[config.mk]
export PLATFORM = sky130hd
export DESIGN_NAME = regbank_axil
export DESIGN_NICKNAME = d
export VERILOG_FILES = /design/src/rtl/regbank_pkg.sv /design/src/rtl/regbank_sync.sv /design/src/rtl/regbank_toggle_rx.sv /design/src/rtl/regbank_decode.sv /design/src/rtl/regbank_axil.sv
export SDC_FILE = /design/constraint.sdc
export NUM_CORES = 1
export LEC_CHECK = 0
export ABC_AREA = 1
export ABC_CLOCK_PERIOD_IN_PS = 3700
export BUFFER_PORTS_ARGS = -buffer_cell sky130_fd_sc_hd__buf_2
export CAP_MARGIN = 5
export CORE_MARGIN = 3
export CORE_UTILIZATION = 50
export DETAILED_ROUTE_END_ITERATION = 8
export PLACE_DENSITY_LB_ADDON = 0.1
export SLEW_MARGIN = 20
export SYNTH_ARGS = -nofsm -noshare
export SYNTH_HDL_FRONTEND = slang
export SYNTH_SLANG_ARGS = --single-unit
[constraint.sdc]
create_clock -name aclk -period 3.7 [get_ports aclk]
set_input_delay 0.37 -clock aclk [delete_from_list [all_inputs] [get_ports aclk]]
set_output_delay 0.37 -clock aclk [all_outputs]
set_load 0.01 [all_outputs]
[src/rtl/regbank_pkg.sv]
package regbank_pkg;

    localparam int unsigned DATA_W    = 32;
    localparam int unsigned STRB_W    = DATA_W / 8;
    localparam int unsigned NUM_WORDS = 6;
    localparam int unsigned CNT_W     = 2 * DATA_W;

    // word index (offset / 4); the counter halves must stay adjacent, low first
    typedef enum logic [2:0] {
        W_STAT   = 3'd0,
        W_CFG    = 3'd1,
        W_FLD    = 3'd2,
        W_CMD    = 3'd3,
        W_CNT_LO = 3'd4,
        W_CNT_HI = 3'd5
    } word_e;

    localparam logic [1:0] RESP_OKAY   = 2'b00;
    localparam logic [1:0] RESP_SLVERR = 2'b10;

    // packed field word layout
    localparam int unsigned FLD_GO_BIT  = 0;
    localparam int unsigned FLD_ARM_BIT = 4;
    localparam int unsigned FLD_LVL_LSB = 8;
    localparam int unsigned FLD_LVL_W   = 8;
    localparam int unsigned FLD_PACK_W  = FLD_LVL_W + 2;
    localparam logic [DATA_W-1:0] FLD_MASK =
        (DATA_W'(1) << FLD_GO_BIT) | (DATA_W'(1) << FLD_ARM_BIT) |
        (DATA_W'((1 << FLD_LVL_W) - 1) << FLD_LVL_LSB);

    function automatic logic [DATA_W-1:0] merge_lanes(
        input logic [DATA_W-1:0] old_v,
        input logic [DATA_W-1:0] new_v,
        input logic [STRB_W-1:0] lanes
    );
        logic [DATA_W-1:0] r;
        for (int i = 0; i < STRB_W; i++) begin
            r[8*i +: 8] = lanes[i] ? new_v[8*i +: 8] : old_v[8*i +: 8];
        end
        return r;
    endfunction

endpackage

[src/rtl/regbank_sync.sv]
module regbank_sync #(
    parameter int unsigned WIDTH  = 1,
    parameter int unsigned STAGES = 2
) (
    input  logic             clk,
    input  logic             rst_n,
    input  logic [WIDTH-1:0] d,
    output logic [WIDTH-1:0] q
);
    logic [STAGES-1:0][WIDTH-1:0] chain_q;

    always_ff @(posedge clk or negedge rst_n) begin
        if (!rst_n) begin
            chain_q <= '0;
        end else begin
            chain_q[0] <= d;
            for (int i = 1; i < STAGES; i++) begin
                chain_q[i] <= chain_q[i-1];
            end
        end
    end

    assign q = chain_q[STAGES-1];
endmodule

[src/rtl/regbank_toggle_rx.sv]
module regbank_toggle_rx #(
    parameter int unsigned STAGES = 2
) (
    input  logic dst_clk,
    input  logic dst_rst_n,
    input  logic tgl_i,
    output logic pulse_o
);
    logic tgl_s;
    logic prev_q;

    regbank_sync #(.WIDTH(1), .STAGES(STAGES)) u_sync (
        .clk   (dst_clk),
        .rst_n (dst_rst_n),
        .d     (tgl_i),
        .q     (tgl_s)
    );

    always_ff @(posedge dst_clk or negedge dst_rst_n) begin
        if (!dst_rst_n) prev_q <= 1'b0;
        else            prev_q <= tgl_s;
    end

    assign pulse_o = tgl_s ^ prev_q;
endmodule

[src/rtl/regbank_decode.sv]
module regbank_decode
    import regbank_pkg::*;
#(
    parameter int unsigned        ADDR_W    = 16,
    parameter logic [ADDR_W-1:0]  BASE_ADDR = 'h1000
) (
    input  logic [ADDR_W-1:0] addr,
    output logic              hit,
    output word_e             word
);
    localparam logic [ADDR_W-1:0] SPAN = ADDR_W'(NUM_WORDS * 4);

    logic [ADDR_W-1:0] off;
    logic [1:0]        unused_byte_sel;

    assign off             = addr - BASE_ADDR;
    assign hit             = off < SPAN;
    assign word            = word_e'(off[4:2]);
    assign unused_byte_sel = off[1:0];
endmodule

[src/rtl/regbank_axil.sv]
module regbank_axil
    import regbank_pkg::*;
#(
    parameter int unsigned       ADDR_W      = 16,
    parameter logic [ADDR_W-1:0] BASE_ADDR   = 'h1000,
    parameter bit                SYNC_EN     = 1'b0,
    parameter int unsigned       SYNC_STAGES = 2
) (
    input  logic              aclk,
    input  logic              aresetn,
    input  logic              s_awvalid,
    output logic              s_awready,
    input  logic [ADDR_W-1:0] s_awaddr,
    input  logic              s_wvalid,
    output logic              s_wready,
    input  logic [31:0]       s_wdata,
    input  logic [3:0]        s_wstrb,
    output logic              s_bvalid,
    input  logic              s_bready,
    output logic [1:0]        s_bresp,
    input  logic              s_arvalid,
    output logic              s_arready,
    input  logic [ADDR_W-1:0] s_araddr,
    output logic              s_rvalid,
    input  logic              s_rready,
    output logic [31:0]       s_rdata,
    output logic [1:0]        s_rresp,
    input  logic              usr_clk,
    input  logic              usr_rst_n,
    input  logic [31:0]       stat_i,
    input  logic [63:0]       cnt_i,
    output logic [31:0]       cfg_o,
    output logic              cfg_wr_o,
    output logic              fld_go_o,
    output logic              fld_arm_o,
    output logic [7:0]        fld_lvl_o,
    output logic [31:0]       cmd_o,
    output logic              cmd_wr_o
);

    typedef struct packed {
        logic              aw_full;
        logic [ADDR_W-1:0] aw_addr;
        logic              w_full;
        logic [DATA_W-1:0] w_data;
        logic [STRB_W-1:0] w_strb;
        logic              bvalid;
        logic [1:0]        bresp;
        logic              rvalid;
        logic [DATA_W-1:0] rdata;
        logic [1:0]        rresp;
        logic [DATA_W-1:0] cfg;
        logic [DATA_W-1:0] fld;
        logic [DATA_W-1:0] cmd;
        logic [DATA_W-1:0] cnt_hi;
        logic              cfg_wr;
        logic              cmd_wr;
        logic              cfg_tgl;
        logic              cmd_tgl;
    } state_t;

    state_t st_d, st_q;

    logic [DATA_W-1:0]     stat_v;
    logic [CNT_W-1:0]      cnt_v;
    logic                  wr_hit, rd_hit;
    word_e                 wr_word, rd_word;
    logic                  commit;
    logic [FLD_PACK_W-1:0] fld_pack, fld_pack_u;

    regbank_decode #(.ADDR_W(ADDR_W), .BASE_ADDR(BASE_ADDR)) u_wr_dec (
        .addr (st_q.aw_addr),
        .hit  (wr_hit),
        .word (wr_word)
    );

    regbank_decode #(.ADDR_W(ADDR_W), .BASE_ADDR(BASE_ADDR)) u_rd_dec (
        .addr (s_araddr),
        .hit  (rd_hit),
        .word (rd_word)
    );

    assign commit = st_q.aw_full && st_q.w_full && !st_q.bvalid;

    always_comb begin
        st_d        = st_q;
        st_d.cfg_wr = 1'b0;
        st_d.cmd_wr = 1'b0;

        // write response retires
        if (st_q.bvalid && s_bready) st_d.bvalid = 1'b0;

        // channel capture, each on its own
        if (s_awvalid && !st_q.aw_full) begin
            st_d.aw_full = 1'b1;
            st_d.aw_addr = s_awaddr;
        end
        if (s_wvalid && !st_q.w_full) begin
            st_d.w_full = 1'b1;
            st_d.w_data = s_wdata;
            st_d.w_strb = s_wstrb;
        end

        // combine and update
        if (commit) begin
            st_d.aw_full = 1'b0;
            st_d.w_full  = 1'b0;
            st_d.bvalid  = 1'b1;
            st_d.bresp   = wr_hit ? RESP_OKAY : RESP_SLVERR;
            if (wr_hit) begin
                case (wr_word)
                    W_CFG: begin
                        st_d.cfg     = merge_lanes(st_q.cfg, st_q.w_data, st_q.w_strb);
                        st_d.cfg_wr  = 1'b1;
                        st_d.cfg_tgl = ~st_q.cfg_tgl;
                    end
                    W_FLD: begin
                        st_d.fld = merge_lanes(st_q.fld, st_q.w_data, st_q.w_strb) & FLD_MASK;
                    end
                    W_CMD: begin
                        st_d.cmd     = merge_lanes(st_q.cmd, st_q.w_data, st_q.w_strb);
                        st_d.cmd_wr  = 1'b1;
                        st_d.cmd_tgl = ~st_q.cmd_tgl;
                    end
                    default: ;
                endcase
            end
        end

        // read path
        if (st_q.rvalid && s_rready) st_d.rvalid = 1'b0;
        if (s_arvalid && !st_q.rvalid) begin
            st_d.rvalid = 1'b1;
            st_d.rresp  = rd_hit ? RESP_OKAY : RESP_SLVERR;
            st_d.rdata  = '0;
            if (rd_hit) begin
                case (rd_word)
                    W_STAT:   st_d.rdata = stat_v;
                    W_CFG:    st_d.rdata = st_q.cfg;
                    W_FLD:    st_d.rdata = st_q.fld;
                    W_CNT_LO: begin
                        st_d.rdata  = cnt_v[DATA_W-1:0];
                        st_d.cnt_hi = cnt_v[CNT_W-1:DATA_W];
                    end
                    W_CNT_HI: st_d.rdata = st_q.cnt_hi;
                    default:  st_d.rdata = '0;
                endcase
            end
        end
    end

    always_ff @(posedge aclk or negedge aresetn) begin
        if (!aresetn) st_q <= '0;
        else          st_q <= st_d;
    end

    assign s_awready = !st_q.aw_full;
    assign s_wready  = !st_q.w_full;
    assign s_bvalid  = st_q.bvalid;
    assign s_bresp   = st_q.bresp;
    assign s_arready = !st_q.rvalid;
    assign s_rvalid  = st_q.rvalid;
    assign s_rdata   = st_q.rdata;
    assign s_rresp   = st_q.rresp;

    assign fld_pack = {st_q.fld[FLD_LVL_LSB +: FLD_LVL_W], st_q.fld[FLD_ARM_BIT], st_q.fld[FLD_GO_BIT]};

    generate
        if (SYNC_EN) begin : g_cdc
            regbank_sync #(.WIDTH(DATA_W), .STAGES(SYNC_STAGES)) u_stat_s (
                .clk (aclk), .rst_n (aresetn), .d (stat_i), .q (stat_v)
            );
            regbank_sync #(.WIDTH(CNT_W), .STAGES(SYNC_STAGES)) u_cnt_s (
                .clk (aclk), .rst_n (aresetn), .d (cnt_i), .q (cnt_v)
            );
            regbank_sync #(.WIDTH(DATA_W), .STAGES(SYNC_STAGES)) u_cfg_s (
                .clk (usr_clk), .rst_n (usr_rst_n), .d (st_q.cfg), .q (cfg_o)
            );
            regbank_sync #(.WIDTH(FLD_PACK_W), .STAGES(SYNC_STAGES)) u_fld_s (
                .clk (usr_clk), .rst_n (usr_rst_n), .d (fld_pack), .q (fld_pack_u)
            );
            regbank_sync #(.WIDTH(DATA_W), .STAGES(SYNC_STAGES)) u_cmd_s (
                .clk (usr_clk), .rst_n (usr_rst_n), .d (st_q.cmd), .q (cmd_o)
            );
            regbank_toggle_rx #(.STAGES(SYNC_STAGES)) u_cfg_p (
                .dst_clk (usr_clk), .dst_rst_n (usr_rst_n),
                .tgl_i (st_q.cfg_tgl), .pulse_o (cfg_wr_o)
            );
            regbank_toggle_rx #(.STAGES(SYNC_STAGES)) u_cmd_p (
                .dst_clk (usr_clk), .dst_rst_n (usr_rst_n),
                .tgl_i (st_q.cmd_tgl), .pulse_o (cmd_wr_o)
            );
        end else begin : g_direct
            logic unused_usr;
            assign unused_usr = usr_clk ^ usr_rst_n;
            assign stat_v     = stat_i;
            assign cnt_v      = cnt_i;
            assign cfg_o      = st_q.cfg;
            assign fld_pack_u = fld_pack;
            assign cmd_o      = st_q.cmd;
            assign cfg_wr_o   = st_q.cfg_wr;
            assign cmd_wr_o   = st_q.cmd_wr;
        end
    endgenerate

    assign fld_go_o  = fld_pack_u[0];
    assign fld_arm_o = fld_pack_u[1];
    assign fld_lvl_o = fld_pack_u[FLD_PACK_W-1:2];

endmodule

* Word level (Yosys, flattened, before mapping) *
Index checks and enable logic that the tools add are counted.

storage, ports and cells
  register bits after elaboration = 202
  input bits = 173
  word-level logic and storage cells = 85

operators by class
  add/sub/neg operators = 2
  $lt $le $gt $ge = 2
  equal/unequal tests = 7
  muxes and demuxes = 18
  bitwise logic cells = 2
  reduce and logical (&&, ||, !) cells = 29

operators by type and width
  operator                                             count
  one-hot mux 32 bit (5 select lines)                  1
  AND reduction 4 bit                                  10
  two-way mux 37 bit                                   1
  two-way mux 35 bit                                   1
  < comparator 16 x 5 -> 1 bit, second input constant  2
  two-way mux 32 bit                                   1
  subtractor 16 x 13 -> 16 bit, second input constant  2
  two-way mux 17 bit                                   1
  == test 3 x 2 -> 1 bit, second input constant        3
  AND reduction 3 bit                                  3
  two-way mux 1 bit                                    8
  two-way mux 4 bit                                    2
  nonzero test 2 bit                                   4
  logical AND 1 bit                                    7
  == test 3 x 1 -> 1 bit, second input constant        2
  == test 3 bit, second input constant                 2
  zero test 1 bit                                      4
  two-way mux 2 bit                                    2
  zero test 3 bit                                      1
  two-way mux 3 bit                                    1
  inverter 1 bit                                       2

* Depth between registers and ports, before layout *
Gate-level depths: netlist of run 1.

  depth in word-level cells = 5
  mapped depth = 11
  gate-level depth less buffers = 9

* Modules after synthesis *
A second synthesis of run 1 with hierarchy kept.

unflattened totals
  cell total of the unflattened synthesis = 1108
  area, all modules = 9417.8 µm²

by module, submodules not included
  module          times used  cells an instance  area each (µm²)  sequential area each (µm²)
  regbank_axil    1           1066               9230.1           4954.8
  regbank_decode  2           21                 93.8             0.0

* Worst setup path after synthesis of run 1 *
Ideal clock, no wire load.

  path type = register -> register
  start = register st_q, in the netlist s_rvalid
  end = register st_q[10] (netlist name)
  setup time = 130 ps
  arrival time = 1325 ps
  data required time = 3570 ps
  setup slack = 2245 ps
  cell stages (with the launch flop) = 8
  path buffers = 1
  cells stage by stage = dfrtp_1 > nor2_1 > nand2_1 > nor2_1 > nand3_2 > clkbuf_1 > nand2_1 > o21ai_0

between the ends
  word-level cells in the longest chain between the ends = 3

RTL lines
  what                           line                 source
  start: declaration             regbank_axil.sv:62   state_t st_d, st_q;
  start signal: assignment       regbank_axil.sv:154  else st_q <= st_d;
  zero test 1 bit                regbank_axil.sv:132  if (s_arvalid && !st_q.rvalid) begin
  logical AND 1 bit              regbank_axil.sv:132
  AND reduction 3 bit (no line)  -

No other way between the ends.
A chain may end at the register's enable or synchronous reset.

* Worst setup path in the final report of run 1 *
  start = register st_q[210] (netlist name)
  end = register st_q, in the netlist cmd_o[31]

between the ends
  word-level cells in the longest chain between the ends = 3
  elaborated cells on any way between the ends = 4

RTL lines
  what                                                                           line                                       source
  subtractor 16 x 13 -> 16 bit (*)                                               regbank_decode.sv:16                       assign off = addr - BASE_ADDR;
  < comparator 16 x 5 -> 1 bit / == test 3 x 2 -> 1 bit (equally long branches)  regbank_decode.sv:17, regbank_axil.sv:111
  AND reduction 4 bit (no line) (*)                                              -

Mark *: on every way between the ends. The rest lies on a longest branch, timed or not.

==> results of run 1 <==
==> Yosys cell counts <==
library cell / count
clkbuf_1: 30
a21oi_1: 8
inv_2: 2
nand4_1: 84
nand3_2: 3
dfrtp_1: 196
mux2_2: 42
inv_1: 71
nor3_2: 1
buf_2: 26
nor3_1: 1
buf_4: 108
conb_1: 1
o21a_1: 1
nor2_1: 69
clkinv_1: 1
nand2_1: 359
nor3_4: 1
nand3_1: 93
buf_1: 3
nand3b_1: 1
nor2_2: 6
o21ai_0: 45
o21ai_1: 15
==> logic make-up after synthesis <==
logic type / after synthesis / share of synthesized area
multiplexers: 42 / 0.0484
flip-flops: 196 / 0.502
AO/OA/AOI/OAI: 69 / 0.0356
other: 1 / 0.000384
buffers and inverters: 241 / 0.137
AND/OR/NAND/NOR: 618 / 0.277
==> area by class of cell <==
cell class | count | area share
Clock inverter | 14 | 0.0169
Antenna cell | 3 | 0.000668
Multi-Input combinational cell | 731 | 0.316
Inverter | 74 | 0.0247
Tap cell | 260 | 0.0290
Clock buffer | 17 | 0.0379
Sequential cell | 196 | 0.436
Timing Repair Buffer | 294 | 0.138
==> per-layer routing <==
| layer | wire length [um] | up-vias | global-route usage |
|---|---|---|---|
| met5 | 21 | - | 0 |
| met4 | 339 | 4 | 0.0579 |
| met3 | 2100 | 27 | 0.0704 |
| met2 | 11800 | 288 | 0.370 |
| met1 | 12000 | 3760 | 0.355 |
| li1 | - | 3987 | - |
==> worst paths after layout <==
kind,startpoint,to,cells after the start
min in group aclk,s_bready,s_bvalid,2
min,aresetn,s_rdata[12],1
max in group asynchronous,aresetn,cfg_wr_o,2
max,st_q[210],cmd_o[31],6
max reg2reg,st_q[210],cmd_o[31],6
min reg2reg,cmd_o[25],cmd_o[25],2
==> power by group <==
group	switching (W)	internal [W]	total, W
clock	0.000891	0.00103	0.00192
sequential	0.000255	0.00245	0.00270
combinational	0.000669	0.000436	0.00111
==> sequential cells by signal (all words and copies together), names as in the netlist <==
name	count
s_rdata	32
s_rresp	1
cfg_o	32
fld_go_o	1
s_bvalid	1
fld_lvl_o	8
cmd_o	32
s_rvalid	1
cmd_wr_o	1
s_bresp	1
st_q	84
fld_arm_o	1
cfg_wr_o	1
==> worst max-delay path: cells and delay by family, from the launching register on <==
family | cells | cell delay [ns]
buffers and inverters | 2 | 0.50
flip-flops | 1 | 0.41
AND/OR/NAND/NOR | 4 | 1.08
==> through the flow <==
step,instance area (um^2),setup WS (ns),util,hold WS [ns],total power (W)
after floorplan,9780,2.24,-,0.0744,0.00342
after detailed placement,10600,1.26,0.560,0.459,0.00385
after CTS,11200,1.56,0.592,0.0442,0.00576
final,11200,1.59,0.593,-0.0108,0.00573
after global routing,11200,1.36,0.593,0.0600,0.00601
after global placement,10600,1.32,0.560,0.459,0.00381
==> results.cfg, run 1 <==
[placed_design]
place.gp.congestion = 0.866
dp_hpwl_um = 18700
place_inst = 1555
io_buffer_count = 281

[grt]
grt.overflow.total = 0
grt_pass1_wl_um = 42100
grt_pass1_vias = 7710
antenna_found_initial = 4
grt.total_usage = 0.246
grt_max_degree = 104

[run_status]
outcome = complete, but fails checks
violations = hold timing

[timing]
final.setup.tns_ns = 0
hold_violations = 1
setup_viol_count_final = 0
tightestPinTransition_ns = 1.07
fin_hold_ws_ns = -0.0108
fin_crit_sh = 0.571
skew_ns = 0.0107
drv_slew = 0
fmax_ghz = 0.474
rsz0062_at_grt = false
period_needed_ns = 2.11
maxSlewHeadroom = 0.284

[cells_and_area]
final.fill_count = 1754
mostFrequentLayoutCells = nand2_1 (358), buf_2 (280), dfrtp_1 (196), nand3_1 (93), nand4_1 (84)
fin_cells = 1589
final_common_cell = nand2_1
area_growth_pct = 14.9
final-seq-area_mm2 = 0.00490
layout-drive-gt1-share = 0.289
final_net_count = 1487
multi_input_area_mm2 = 0.00356

[synth]
syn_inst = 1167
seq_area_frac_synth = 0.502
synth_top_area_share = 0.502
syn-cell-area_mm2 = 0.00978
synth_warnings = 0
synth.distinct_cells = 24
synth_area_leaders = dfrtp_1 (50%), nand2_1 (14%), buf_4 (8.3%), nand4_1 (5.4%), mux2_2 (4.8%)
ys_seq_elements = 196
synth_top_cell_by_area = dfrtp_1
synth.avg_cell_area_um2 = 8.38

[routing]
drc_errors = 0
wl_um = 26300
drt_iter0_drc = 601
first_pass_iters = 7
vias_per_cell = 5.08
detail_route.wl_per_cell_um = 16.5
vias = 8066
drtAntennaViolNets = 0

[worst_setup_path]
cp_max_fo = 26
ff2ff_setup_slack_ns = 1.59
crit_slowest_cell = nor3_4
cp_common_cell = nand2_1
crit_path_start_kind = register
required_ns = 4.02
slowest_delay_ns = 0.45
path_class = reg -> reg
end_kind = register
path_cells = inv_1 > nor3_4 > buf_4 > nand4_1 > nand2_1 > nand2_1
crit_arrival_ns = 2.43

[clock_network]
cts_tree = yes
post-cts-setup-buffers = 0
h-tree-depth = 4
clock_path_buffers = 2
post_cts_resized = 0
root_buffer = clkbuf_16
clock_latency_ns = 0.43
cts.sinks = 196
path_clk_slew_ns = 0.08
postCtsHoldBufs = 0
numCtsBuffers = 17

[power_and_ir_drop]
leakagePower_nw = 6.30
p_per_area_mw_per_mm2 = 510
vdd_drop_max_v = 0.000421

[floorplan]
io_pins = 290
core_area_mm2 = 0.0190
die_h_um = 146
num_rows = 50
die_x_um = 146
die_area_mm2 = 0.0213
start_util = 0.516

[job]
cap_violations = 0

[min_path]
hold_path_class = in -> async
Power figures use the tool's default switching activity.
==> run 2: changes to the inputs <==
- ABC_AREA: 1 -> 0
- ABC_CLOCK_PERIOD_IN_PS: 3700 -> 1800
- CORE_UTILIZATION: 50 -> 47
- clock period: 3.7 -> 1.8 ns (I/O delays scaled with it)
==> run 2 against run 1 <==
Effect of this change:
- clock-buffer cell count unchanged
- hold slack improved by 0.16 ns
- clock skew increased by 0.0043 ns
- largest power group unchanged
- die area increased by 0.43%
- synthesized area decreased by 5.6%
- cell area increased by 6.8%
- the flow finishes with violations (setup timing)
==> results.cfg, run 2 <==
[synth]
ys_seq_elements = 196
synth_area_leaders = dfrtp_1 (53%), mux2_2 (19%), buf_4 (8.8%), mux4_2 (5.4%), a22o_1 (2.1%)
synth_top_area_share = 0.531
synth_ff_type = dfrtp_1
synth.avg_cell_area_um2 = 14.0
synth_top_cell_by_area = dfrtp_1
synth_most_common_cell = dfrtp_1
synth_edf_count = 0
async_flop_share = 1.00
synth.distinct_cells = 40
synth_commonest_cells = dfrtp_1 (196), mux2_2 (155), buf_4 (108)
syn_inst = 658
seq_area_frac_synth = 0.531
synth_warnings = 0
syn-cell-area_mm2 = 0.00923

[floorplan]
die_h_um = 146
core_area_mm2 = 0.0190
start_util = 0.485
io_pins = 290
die_area_mm2 = 0.0214
die_x_um = 146
num_rows = 50

[timing]
fin_hold_ws_ns = 0.148
drv_slew = 0
final.setup.tns_ns = -13.65
setup_viol_count_final = 76
period_needed_ns = 2.05
fmax_ghz = 0.487
skew_ns = 0.0150
fin_crit_sh = 1.14
tightestPinTransition_ns = 0.703
maxSlewHeadroom = 0.530
hold_violations = 0
setup_ws_ns = -0.254
rsz0062_at_grt = true

[grt]
grt_pass1_vias = 6952
grtUsageMet1 = 0.276
use_met3 = 0.0618
grt_use_met2 = 0.386
grt.overflow.total = 0
antenna_found_initial = 4
grt.total_usage = 0.225
busiest_layer = met2
grt_pass1_wl_um = 38200
grt_max_degree = 49

[worst_setup_path]
path_class = reg -> reg
crit_arrival_ns = 2.37
timing.critical_path.buf_inv = 1
crit_family = simple AND/OR/NAND/NOR gates
crit_slowest_cell = or4b_4
required_ns = 2.11
cp_max_fo = 8
slowest_delay_ns = 0.58
path_cells = or4b_4 > nor3_4 > buf_6 > nand4_4 > mux2_4
crit_path_start_kind = register
end_kind = register

[min_path]
hold_path_class = in -> reg

[job]
cap_violations = 0

[placed_design]
dp_hpwl_um = 17500
io_buffer_count = 281
place_inst = 1094
place.gp.congestion = 0.831
pre_cts_ws_ns = -0.351

[cells_and_area]
area_growth_pct = 30.0
final_common_cell = buf_2
final_net_count = 1115
max_flop_register = st_q
mostFrequentLayoutCells = buf_2 (280), dfrtp_1 (196), mux2_2 (154), dlygate4sd3_1 (87)
final.fill_count = 1522
layout-drive-gt1-share = 0.579
largest_reg_flops = 84
fin_cells = 1218

[clock_network]
cts_tree = yes
path_clk_slew_ns = 0.08
root_buffer = clkbuf_16
cts.sinks = 196
numCtsBuffers = 17
clock_latency_ns = 0.42
clock_path_buffers = 2
h-tree-depth = 4

[run_status]
violations = setup timing
outcome = complete, but fails checks

[power_and_ir_drop]
comb_power_share = 0.180
leakagePower_nw = 6.16
intPower_w = 0.00849
switchingPower_w = 0.00323
swShare = 0.276
clkPwrFrac = 0.348
power_w = 0.0117
seqPwrFrac = 0.473
vdd_drop_max_v = 0.000829
p_per_area_mw_per_mm2 = 977

[routing]
drc_errors = 0
wl_um = 23800
detail_route.wl_per_cell_um = 19.6
vias_per_cell = 5.10
vias = 6214
drtAntennaViolNets = 0
drt_iter0_drc = 252
first_pass_iters = 4
run 2: cell types whose count changed after synthesis, moves of 15 or more:
cell     change
a22o_1      +22
nand2_1    -347
nand4_1     -83
mux4_2      +22
o21ai_1     -15
buf_2       -22
mux2_2     +113
inv_1       -66
nor2_1      -51
o21ai_0     -32
nand3_1     -93
run 2: cell type report:
type | count | area [um^2] | area share
clock inverters | 15 | 211 | 0.0176
flip-flops and latches | 196 | 4900 | 0.409
multi-input cells | 320 | 3430 | 0.286
repair buffers | 402 | 2670 | 0.223
diodes | 3 | 7.51 | 0.000626
inverters | 5 | 18.8 | 0.00156
well taps | 260 | 325 | 0.0271
clock buffers | 17 | 425 | 0.0355
run 2: cell families (layout without fill, tap and decap cells):
kind of cell / Yosys count / count (layout) / synth area share
simple gates: 71 / 71 / 0.0546
compound gates: 49 / 49 / 0.0400
flops: 196 / 196 / 0.531
other cells: 1 / 5 / 0.000406
buf+inv: 143 / 439 / 0.103
mux: 198 / 198 / 0.270
run 2: final timing paths:
path                       slack, ns  depth (start not counted)           end         from
max                            -0.25                          5      cmd_o[5]    st_q[222]
min                             0.15                          3    s_rresp[1]  s_araddr[4]
max reg2reg                    -0.25                          5      cmd_o[5]    st_q[222]
min reg2reg                     0.48                          2    s_rdata[4]   s_rdata[4]
max in group asynchronous       0.95                          3  fld_lvl_o[3]      aresetn
min in group asynchronous       0.24                          2    s_rdata[3]      aresetn
run 2: worst min-delay path, cell delays in order:
cell	delay, ns
buf_2	0.18
a21oi_1	0.10
nor2_1	0.07
run 2: power groups by stage:
stage,Clock [W],Sequential (W),Combinational (W)
after floorplan,0,0.00547,0.00121
after global placement,0,0.00555,0.00185
after detailed placement,0,0.00562,0.00194
after CTS,0.00417,0.00554,0.00211
after global routing,0.00435,0.00564,0.00229
final,0.00408,0.00554,0.00211
run 2: repair_timing:
action                     in CTS  in global routing
hold buffers                   87                  0
pin swaps                       6                  5
resized for setup               9                  6
setup endpoints to repair      81                106
hold endpoints to repair      118                  0
setup buffers                   1                  1
run 2: per-stage QoR:
stage | cell area, um^2 | utilization
after floorplan | 9240 | -
final | 12000 | 0.631
after global routing | 12000 | 0.631
after CTS | 12000 | 0.629
after detailed placement | 10400 | 0.547
after global placement | 10400 | 0.547
run 2: routing by layer:
| layer | wire (um) | vias up |
|---|---|---|
| li1 | - | 2822 |
| met1 | 9770 | 3161 |
| met2 | 12100 | 191 |
| met3 | 1390 | 38 |
| met4 | 539 | 2 |
| met5 | 7 | - |
